### config.mk
export PLATFORM = sky130hd
export DESIGN_NAME = lfsr_updown_counter
export DESIGN_NICKNAME = d
export VERILOG_FILES = /design/src/rtl/lfsr_pkg.sv /design/src/rtl/lfsr_ctrl.sv /design/src/rtl/lfsr_datapath.sv /design/src/rtl/lfsr_updown_counter.sv
export SDC_FILE = /design/constraint.sdc
export NUM_CORES = 1
export LEC_CHECK = 0
export BUFFER_PORTS_ARGS = -buffer_cell sky130_fd_sc_hd__buf_2
export CAP_MARGIN = 30
export CORE_UTILIZATION = 45
export DETAILED_ROUTE_END_ITERATION = 8
export GPL_TIMING_DRIVEN = 0
export PLACE_DENSITY_LB_ADDON = 0.15
export SLEW_MARGIN = 25
export SYNTH_ARGS = -nofsm -noshare
export SYNTH_HDL_FRONTEND = slang
export SYNTH_HIERARCHICAL = 1
export SYNTH_SLANG_ARGS = --single-unit
export TNS_END_PERCENT = 10
### constraint.sdc
create_clock -name clk -period 1.2 [get_ports clk]
set_input_delay 0.24 -clock clk [delete_from_list [all_inputs] [get_ports clk]]
set_output_delay 0.24 -clock clk [all_outputs]
set_load 0.03 [all_outputs]
### src/rtl/lfsr_pkg.sv
package lfsr_pkg;

  localparam int unsigned DefaultWidth = 15;

  // Strobes from the control decode to the datapath; at most one is high.
  typedef struct packed {
    logic stepFwd;
    logic stepRev;
    logic loadTarget;
  } lfsrStrobes_t;

endpackage

### src/rtl/lfsr_ctrl.sv
module lfsr_ctrl
  import lfsr_pkg::*;
(
  input  logic         clk,
  input  logic         rstN,
  input  logic         stepEn,
  input  logic         stepDown,
  input  logic         loadStrobe,
  output lfsrStrobes_t strobes
);

  // A load wins over a step taken on the same edge.
  always_comb begin
    strobes            = '0;
    strobes.loadTarget = loadStrobe;
    strobes.stepFwd    = !loadStrobe && stepEn && !stepDown;
    strobes.stepRev    = !loadStrobe && stepEn &&  stepDown;
  end

  // mutual exclusion between load and the two step directions
  a_r7_strobes_exclusive: assert property (@(posedge clk) disable iff (!rstN)
    $onehot0({strobes.stepFwd, strobes.stepRev, strobes.loadTarget}));

  // a requested load is never dropped in favour of a step
  a_r7_load_priority: assert property (@(posedge clk) disable iff (!rstN)
    loadStrobe |-> (strobes.loadTarget && !strobes.stepFwd && !strobes.stepRev));

endmodule

### src/rtl/lfsr_datapath.sv
module lfsr_datapath
  import lfsr_pkg::*;
#(
  parameter int unsigned WIDTH   = DefaultWidth,
  parameter int unsigned TAP_IDX = DefaultWidth - 2,
  parameter logic [WIDTH-1:0] SEED = {{(WIDTH-1){1'b0}}, 1'b1}
) (
  input  logic             clk,
  input  logic             rstN,
  input  lfsrStrobes_t     strobes,
  input  logic [WIDTH-1:0] loadValue,
  output logic [WIDTH-1:0] state,
  output logic             atTarget
);

  localparam int unsigned TopIdx = WIDTH - 1;

  logic [WIDTH-1:0] stateQ;
  logic [WIDTH-1:0] targetQ;
  logic [WIDTH-1:0] fwdNext;
  logic [WIDTH-1:0] revNext;
  logic [WIDTH-1:0] targetIn;

  // Forward step: shift up, bit 0 receives the XOR of the top bit and the tap bit.
  assign fwdNext = {stateQ[TopIdx-1:0], stateQ[TopIdx] ^ stateQ[TAP_IDX]};
  // Reverse step: shift down, recovering the old top bit from the bit that was
  // just shifted in and the moved tap bit.
  assign revNext = {stateQ[0] ^ stateQ[TAP_IDX+1], stateQ[TopIdx:1]};

  // Zero would lock up the feedback, so it is replaced by the seed.
  assign targetIn = (loadValue == '0) ? SEED : loadValue;

  always_ff @(posedge clk or negedge rstN) begin
    if (!rstN) begin
      stateQ  <= SEED;
      targetQ <= SEED;
    end else if (strobes.loadTarget) begin
      stateQ  <= SEED;
      targetQ <= targetIn;
    end else if (strobes.stepFwd) begin
      stateQ  <= fwdNext;
    end else if (strobes.stepRev) begin
      stateQ  <= revNext;
    end
  end

  assign state    = stateQ;
  assign atTarget = (stateQ == targetQ);

  // the lock-up state is never entered
  a_r6_never_zero: assert property (@(posedge clk) disable iff (!rstN)
    stateQ != '0);

  // a forward step moves each bit up one place
  a_r2_fwd_shift: assert property (@(posedge clk) disable iff (!rstN)
    strobes.stepFwd |=> stateQ[TopIdx:1] == $past(stateQ[TopIdx-1:0]));

  // a reverse step moves each bit down one place
  a_r3_rev_shift: assert property (@(posedge clk) disable iff (!rstN)
    strobes.stepRev |=> stateQ[TopIdx-1:0] == $past(stateQ[TopIdx:1]));

  // no strobe means the state holds
  a_r4_hold: assert property (@(posedge clk) disable iff (!rstN)
    !(strobes.stepFwd || strobes.stepRev || strobes.loadTarget) |=> $stable(stateQ));

  // a load restarts at the seed
  a_r7_load_restart: assert property (@(posedge clk) disable iff (!rstN)
    strobes.loadTarget |=> stateQ == SEED);

  // the stored target is never zero
  a_r8_target_nonzero: assert property (@(posedge clk) disable iff (!rstN)
    targetQ != '0);

endmodule

### src/rtl/lfsr_updown_counter.sv
module lfsr_updown_counter
  import lfsr_pkg::*;
#(
  parameter int unsigned WIDTH = DefaultWidth
) (
  input  logic             clk,
  input  logic             rstN,
  input  logic             stepEn,
  input  logic             stepDown,
  input  logic             loadStrobe,
  input  logic [WIDTH-1:0] loadValue,
  output logic [WIDTH-1:0] state,
  output logic             atTarget
);

  localparam int unsigned TapIdx = WIDTH - 2;
  localparam logic [WIDTH-1:0] Seed = {{(WIDTH-1){1'b0}}, 1'b1};

  lfsrStrobes_t strobes;

  lfsr_ctrl uCtrl (
    .clk        (clk),
    .rstN       (rstN),
    .stepEn     (stepEn),
    .stepDown   (stepDown),
    .loadStrobe (loadStrobe),
    .strobes    (strobes)
  );

  lfsr_datapath #(
    .WIDTH   (WIDTH),
    .TAP_IDX (TapIdx),
    .SEED    (Seed)
  ) uDatapath (
    .clk       (clk),
    .rstN      (rstN),
    .strobes   (strobes),
    .loadValue (loadValue),
    .state     (state),
    .atTarget  (atTarget)
  );

endmodule

==> impl_metrics.yaml, run 1 <==
job:
  maxCapViolCount: 0
clock_network:
  cts_buffers: 5
  clk_pin_slew_ns: 0.08
  htreeDepth: 2
  cts_tree: "yes"
  cts.path.max_buffers: 2
  cts_sinks: 30
  clock_latency_ns: 0.32
  cts-root-buf: "clkbuf_4"
yosys:
  synth-compound-area-share_pct: 6.056
  syn_area_um2: 1570
  avgSynthCellArea_um2: 10.98
  synthesis.nets: 163
  synth-simple-area-share_pct: 11.95
  synth-xor-area-share_pct: 9.482
  synthAdderAreaFrac_pct: 0
  synth_seq_cells: 30
  ys_types: 25
  synth_cells: 143
  synth_top_family_by_area: "multiplexers"
  synth.area.mux_share_pct: 20.00
  ys_seq_area_share_pct: 47.97
  yosysWarnings: 6
sta:
  relSlewSlack_pct: 56.04
  finalCritPeriodShare_pct: 150.4
  clock_skew_ns: 0.001828
  setup_slack_ns: -0.6053
  rsz0062_at_grt: "true"
  slew_violations: 0
  hold_viol: 0
  layout_min_cycle_time_ns: 1.805
  max_slew.worst_pin.slew_ns: 0.6594
  fin_hold_ws_ns: 0.1679
  setup_viol: 11
  timing.fmax_mhz: 553.9
worst_setup_path:
  r2r_cells: 4
  arrival_ns: 1.57
  path_cells: "xnor2_1 > nand4_1 > nor4_4 > buf_4"
  crit_path_top_delay_cell: "dfrtp_1"
  reg2reg_from: "uDatapath/state[0]"
  required_ns: 0.96
  reg2reg_to: "uDatapath/state[14]"
  max_stage_delay_ns: 0.42
  worstSetupEndpointType: "output port"
  cp_num_buf_inv: 1
  reg2reg_slack_ns: -0.01
  crit_family: "simple AND/OR/NAND/NOR gates"
  critPathLaunchType: "register"
  crit_fanout: 2
  critPathKind: "register to output port"
floorplan:
  fp.dieH_um: 61.07
  core_region_area_um2: 3337
  chipWidth_um: 61.07
  dieArea_um2: 3730
  fp-row-count: 21
  ios: 36
  initial_utilization_pct: 47.06
route:
  wl_per_cell_um: 14.81
  avgViaCountPerCell: 5.165
  antenna_left: 0
  vias: 1255
  dr.pass1.iters: 4
  drc_errors: 0
  wirelength_um: 3598
  drt-initial-drc-count: 38
layout:
  fin_nets: 216
  final-seq-area_um2: 765.7
  fin_util_pct: 62.77
  layout.cells.non_filler: 243
  multi_input_comb_area_um2: 768.2
  antenna_cells: 0
  area_delta_synth_final_pct: 33.39
  final_layout_size_suffix_gt1_share_pct: 50.76
  fill_cells: 284
  most-common-layout-cells: "27 x nand2_1, 27 x mux2_2, 23 x buf_2, 23 x buf_6, 18 x dfrtp_1"
global_routing:
  grt_usage_pct: 22.60
  met2_usage_pct: 36.18
  grt_use_met3_pct: 6.723
  grt.overflow.total: 0
  grt_pass1_vias: 1238
  grt_pass1_wl_um: 5844
  antenna_found_initial: 0
  top_usage_layer: "met2"
  grt_start_max_net_pins: 31
  grt_use_met1_pct: 28.77
placed_design:
  routabilityCongestion: 0.7677
  dp_cells: 224
  place_hpwl_um: 2496
  port_buffers: 35
  place_ws_ns: -0.3516
hold_path:
  holdCritStartpoint: "loadValue[12]"
  hold_path_class: "input port to register"
  hold_depth: 2
  hold_path_end: "uDatapath/targetQ[12]"
power:
  ir_drop_uv: 546.0
  power_density_nw_per_um2: 951.3
  p_leak_nw: 0.8980
status:
  outcome: "finished with violations"
  violations: "negative setup slack"
## layer usage
| layer | share of wire, % | vias up |
|---|---|---|
| met1 | 43 | 612 |
| met3 | 4.7 | 7 |
| met2 | 51 | 36 |
| li1 | - | 600 |
| met5 | 0 | - |
| met4 | 1.3 | 0 |
## kinds of logic after synthesis
group / after synthesis
XOR/XNOR: 17
AO/OA/AOI/OAI: 17
AND/OR/NAND/NOR: 41
flip-flops: 30
buffers and inverters: 10
multiplexers: 28
## synthesized netlist by cell type
library cell	count	area, um2
mux2i_1	1	10.01
nand3_1	1	5.000
nand4_1	3	18.77
dfrtp_1	28	700.7
buf_2	4	20.02
xor2_1	2	17.52
xnor2_1	15	131.4
nor2_1	3	11.26
buf_6	1	11.26
nor4_1	4	25.02
dfstp_2	2	52.55
and3b_1	1	8.760
mux2_2	27	304.0
a211oi_1	1	7.510
a41oi_1	1	8.760
a211o_1	1	8.760
buf_4	1	7.510
a21oi_1	14	70.07
buf_12	1	20.02
nor3_1	1	5.000
inv_1	1	3.750
nor3b_2	1	12.51
nand2_1	27	101.4
clkbuf_1	1	3.750
clkbuf_2	1	5.000
## metrics by stage
stage / setup TNS, ns / instance area, um2 / power, mW
after global placement: -3.077 / 1818 / 1.425
final: -1.184 / 2095 / 1.992
after detailed placement: -3.247 / 1818 / 1.435
after global routing: -1.948 / 2095 / 2.122
after floorplan: -0.8032 / 1585 / 1.327
after CTS: -1.414 / 2046 / 2.015
## worst max path at each step
stage,startpoint,depth (start not counted),to,slack [ns]
detailed placement,uDatapath/state[1],4,atTarget,-0.35
floorplan,uDatapath/state[13],3,atTarget,-0.43
finish,uDatapath/state[4],4,atTarget,-0.61
CTS,uDatapath/state[1],4,atTarget,-0.62
global placement,uDatapath/state[1],4,atTarget,-0.34
global route,uDatapath/state[4],4,atTarget,-0.71
## registers in the layout (all words and copies together), names as in the netlist
| register | cells |
|---|---|
| uDatapath/state | 15 |
| uDatapath/targetQ | 15 |
## repair_timing
action | in CTS | in global routing
hold endpoints to repair | 28 | 0
hold buffers | 1 | 0
pin swaps | 7 | 2
endpoints found under the setup margin | 16 | 17
setup buffers | 8 | 2
gates cloned | 0 | 0
resized for setup | 41 | 8
## cell type report
cell class	count	area share, %
plain buffers	9	3.226
clock buffers	8	2.330
inverters	1	0.1792
multi-input cells	103	36.68
flip-flops and latches	30	36.56
well taps	46	2.748
repair buffers	46	18.28
## report_power, final
group | switching (mW) | internal, mW | total [mW]
clock network | 0.309 | 0.233 | 0.542
logic | 0.154 | 0.174 | 0.328
registers | 0.0483 | 1.07 | 1.12
total | 0.512 | 1.48 | 1.99
Note: power is estimated with default switching activity, not from simulation.
==> run 2: changes to the inputs <==
==> constraint.sdc (replaced) <==
create_clock -name clk -period 2.1 [get_ports clk]
set_input_delay 0.42 -clock clk [delete_from_list [all_inputs] [get_ports clk]]
set_output_delay 0.42 -clock clk [all_outputs]
set_load 0.03 [all_outputs]
==> impl_metrics.yaml, run 2 (same netlist as run 1, synthesis figures left out) <==
worst_setup_path:
  critPathLaunchType: "register"
  max_stage_delay_ns: 0.45
  reg2reg_from: "uDatapath/state[0]"
  reg2reg_to: "uDatapath/state[14]"
  critPathKind: "register to output port"
  crit_fanout: 5
  worstSetupEndpointType: "output port"
  crit_family: "flip-flops"
  reg2reg_slack_ns: 0.94
  crit_cells: 4
  crit_path_top_delay_cell: "dfrtp_1"
  r2r_cells: 3
  startpoint: "uDatapath/state[6]"
  crit_end: "atTarget"
  required_ns: 1.68
  path_cells: "xnor2_1 > nand4_1 > nor4_2 > buf_4"
  cp_num_buf_inv: 1
  arrival_ns: 1.61
clock_network:
  cts.path.max_buffers: 2
  cts-hold-fix-buffers: 0
  clock_latency_ns: 0.32
  cts_buffers: 5
  htreeDepth: 2
  clk_pin_slew_ns: 0.09
  cts_tree: "yes"
  cts_sinks: 30
  cts-root-buf: "clkbuf_4"
floorplan:
  fp-row-count: 21
  ios: 36
  fp.dieH_um: 61.07
  core_region_area_um2: 3337
  chipWidth_um: 61.07
  dieArea_um2: 3730
  initial_utilization_pct: 47.06
global_routing:
  grt_start_max_net_pins: 31
  antenna_found_initial: 0
  grt_usage_pct: 20.86
  grt_pass1_wl_um: 5451
  grt_pass1_vias: 1112
  grt.overflow.total: 0
layout:
  fin_nets: 205
  final_layout_size_suffix_gt1_share_pct: 45.95
  area_delta_synth_final_pct: 19.68
  antenna_cells: 0
  most-common-layout-cells: "38 x buf_2, 27 x nand2_1, 27 x mux2_2"
  final_common_cell: "buf_2"
sta:
  fin_hold_ws_ns: 0.1196
  setup_slack_ns: 0.07307
  max_slew.worst_pin.slew_ns: 0.6599
  setup_tns_ns: 0
  hold_viol: 0
  setup_viol: 0
  finalCritPeriodShare_pct: 96.52
  relSlewSlack_pct: 56.01
  rsz0062_at_grt: "false"
  layout_min_cycle_time_ns: 2.027
  timing.fmax_mhz: 493.4
  clock_skew_ns: 0.001686
  slew_violations: 0
route:
  antenna_left: 0
  wirelength_um: 3327
  dr.pass1.iters: 4
  drc_errors: 0
  wl_per_cell_um: 14.40
  vias: 1181
  drt-initial-drc-count: 36
  avgViaCountPerCell: 5.113
placed_design:
  place_hpwl_um: 2547
  routabilityCongestion: 0.7475
  port_buffers: 35
  place_ws_ns: 0.3923
hold_path:
  hold_path_class: "input port to asynchronous set/reset pin"
power:
  power_density_nw_per_um2: 610.3
  power_mw: 1.147
  p_leak_nw: 0.8293
  ir_drop_uv: 322.8
status:
  outcome: "complete, no violations"
job:
  maxCapViolCount: 0
==> run 2: cell type report <==
cell class,count,area (um2)
fill,324,1458
multi-input combinational,103,759.5
sequential,30,758.2
timing repair buffer,35,177.7
buffer,9,67.56
tap,46,57.56
clock buffer,7,55.05
inverter,1,3.754
==> run 2: what timing repair did <==
action                                  CTS  global route
endpoints found under the setup margin    0             1
setup buffers                             0             0
resized for setup                         0             6
==> run 2: how the worst min path moves through the flow <==
stage	end	slack [ns]	cells after the start
6_report	uDatapath/targetQ[5]	0.12	1
5_1_grt	uDatapath/targetQ[3]	0.15	1
4_1_cts	uDatapath/targetQ[10]	0.13	1
3_5_place_dp	uDatapath/targetQ[3]	0.49	1
3_3_place_gp	uDatapath/targetQ[3]	0.49	1
2_1_floorplan	uDatapath/state[10]	0.12	0
==> run 2: per-layer routing <==
layer  part of all wire [%]  vias up  track usage, %
met3                    4.7        4           5.672
li1                       -      576               -
met4                   0.66        0           7.792
met5                      0        -               0
met1                     47      569           28.61
met2                     48       32           31.68
==> run 2: worst reg2reg max path, delay by kind of cell (launching register included) <==
family	cells	cell delay, ns
AO/OA/AOI/OAI	1	0.26
flip-flops	1	0.59
AND/OR/NAND/NOR	1	0.08
XOR/XNOR	1	0.14
==> run 2: metrics by stage <==
stage | cell area [um2] | utilization (%) | instances
5_1_grt | 1879 | 56.32 | 231
4_1_cts | 1864 | 55.87 | 231
3_3_place_gp | 1809 | 54.22 | 224
2_1_floorplan | 1577 | - | 143
3_5_place_dp | 1809 | 54.22 | 224
6_report | 1879 | 56.32 | 231
==> run 2: power breakdown <==
| part | switching (mW) | total (mW) | internal, mW |
|---|---|---|---|
| combinational | 0.0793 | 0.165 | 0.0859 |
| clock | 0.181 | 0.339 | 0.158 |
| sequential | 0.0295 | 0.643 | 0.613 |
==> run 3: changes to the inputs <==
--- a/config.mk
+++ b/config.mk
@@ -7,7 +7,7 @@
 export LEC_CHECK = 0
 export BUFFER_PORTS_ARGS = -buffer_cell sky130_fd_sc_hd__buf_2
 export CAP_MARGIN = 30
-export CORE_UTILIZATION = 45
+export CORE_UTILIZATION = 57
 export DETAILED_ROUTE_END_ITERATION = 8
 export GPL_TIMING_DRIVEN = 0
 export PLACE_DENSITY_LB_ADDON = 0.15
==> impl_metrics.yaml, run 3 (same netlist as run 1, synthesis figures left out) <==
status:
  outcome: "complete, no violations"
layout:
  most-common-layout-cells: "38 x buf_2, 28 x dfrtp_1, 27 x nand2_1, 27 x mux2_2, 15 x xnor2_1"
  fin_util_pct: 72.62
  final_cell_area_um2: 1848
  area_delta_synth_final_pct: 17.69
  final_layout_size_suffix_gt1_share_pct: 42.78
  antenna_cells: 0
  fin_nets: 206
  final_common_cell: "buf_2"
  fill_cells: 194
global_routing:
  antenna_found_initial: 0
  grt_start_max_net_pins: 31
  grt_pass1_wl_um: 5133
  grt_usage_pct: 25.83
  grt_pass1_vias: 1089
  grt.overflow.total: 0
power:
  p_leak_nw: 0.8314
  p_switching_uw: 294.5
  cellInternalPower_uw: 830.3
  p_clk_share_pct: 28.4
  seqPwrFrac_pct: 57.0
  power_density_nw_per_um2: 608.6
  comb_power_share_pct: 14.5
  ir_drop_uv: 506.0
  switching_share_pct: 26.18
sta:
  setup_tns_ns: 0
  hold_viol: 0
  rsz0062_at_grt: "false"
  layout_min_cycle_time_ns: 1.996
  relSlewSlack_pct: 55.64
  clock_skew_ns: 0.005981
  fin_hold_ws_ns: 0.1164
  max_slew.worst_pin.slew_ns: 0.6653
  finalCritPeriodShare_pct: 95.04
  timing.fmax_mhz: 501.1
  setup_viol: 0
  slew_violations: 0
floorplan:
  fp-row-count: 18
  initial_utilization_pct: 61.70
  chipWidth_um: 54.49
  fp.dieH_um: 54.49
  dieArea_um2: 2969
  ios: 36
  core_region_area_um2: 2545
worst_setup_path:
  crit_family: "flip-flops"
  worstSetupEndpointType: "output port"
  r2r_cells: 3
  reg2reg_slack_ns: 1.01
  path_cells: "xnor2_1 > nand4_1 > nor4_2 > buf_4"
  crit_fanout: 6
  cp_num_buf_inv: 1
  required_ns: 1.68
  crit_path_top_delay_cell: "dfrtp_1"
  critPathLaunchType: "register"
  reg2reg_to: "uDatapath/state[14]"
  critPathKind: "register to output port"
  max_stage_delay_ns: 0.46
  arrival_ns: 1.58
  reg2reg_from: "uDatapath/state[0]"
route:
  drc_errors: 0
  antenna_left: 0
  dr.pass1.iters: 4
  drt-initial-drc-count: 34
  vias: 1189
  wirelength_um: 3260
  wl_per_cell_um: 15.02
  avgViaCountPerCell: 5.479
placed_design:
  place_hpwl_um: 2355
  routabilityCongestion: 0.7618
  port_buffers: 35
  place_area_um2: 1789
clock_network:
  clk_pin_slew_ns: 0.09
  cts.path.max_buffers: 2
  cts_buffers: 5
  cts_tree: "yes"
  htreeDepth: 2
  cts-root-buf: "clkbuf_4"
  clock_latency_ns: 0.32
  cts_sinks: 30
job:
  maxCapViolCount: 0
hold_path:
  hold_path_class: "input port to asynchronous set/reset pin"
## run 3: changes by cell type in the layout (fill, tap and decap cells not counted)
cell,change
buf_4,+1
clkbuf_1,+2
clkbuf_8,-1
dfrtp_1,+4
dfrtp_2,-4
xnor2_1,+1
xnor2_2,-1
## run 3: worst max-delay path by stage
stage,from,end,slack (ns),depth (start not counted)
detailed placement,uDatapath/state[13],atTarget,0.42,4
CTS,uDatapath/state[13],atTarget,0.06,4
finish,uDatapath/state[13],atTarget,0.10,4
global placement,uDatapath/state[13],atTarget,0.43,4
floorplan,uDatapath/state[13],atTarget,0.16,3
global route,uDatapath/state[6],atTarget,0.01,4
## run 3: cell type report
| type | instances | area (um2) | share of cell area, % |
|---|---|---|---|
| Inverter | 1 | 3.754 | 0.2031 |
| Clock buffer | 8 | 48.80 | 2.640 |
| Buffer | 9 | 67.56 | 3.656 |
| Multi-Input combinational cell | 103 | 752.0 | 40.69 |
| Timing Repair Buffer | 36 | 185.2 | 10.02 |
| Tap cell | 30 | 37.54 | 2.031 |
| Sequential cell | 30 | 753.2 | 40.76 |
## run 3: worst register-to-register path, cell delays in order, from the launching register on
cell	delay, ns
dfstp_2	0.58
nand2_1	0.07
xor2_1	0.14
a211oi_1	0.22
## run 3: metal layers
layer | wire (um) | global-route usage [%]
met5 | 0 | 0
met4 | 56 | 9.829
met3 | 148 | 6.111
met2 | 1542 | 39.84
met1 | 1513 | 35.05
## run 3: timing repair
item | CTS | global route
setup buffers | 0 | 1
hold buffers | 0 | 0
gates resized for setup | 0 | 1
endpoints found under the setup margin | 0 | 1
## run 3: power by group through the flow
| stage | Sequential (mW) | Combinational, mW | Clock, mW |
|---|---|---|---|
| after global routing | 0.646 | 0.181 | 0.358 |
| after CTS | 0.642 | 0.165 | 0.333 |
| final | 0.641 | 0.163 | 0.320 |
| after floorplan | 0.655 | 0.102 | 0 |
| after global placement | 0.652 | 0.159 | 0 |
| after detailed placement | 0.654 | 0.163 | 0 |
## run 3: per-stage QoR
stage | power [mW] | instances | worst slack [ns]
3_5_place_dp | 0.8169 | 208 | 0.4167
5_1_grt | 1.185 | 217 | 0.01037
4_1_cts | 1.140 | 216 | 0.05614
6_report | 1.125 | 217 | 0.1042
3_3_place_gp | 0.8108 | 208 | 0.4261
2_1_floorplan | 0.7562 | 143 | 0.1588
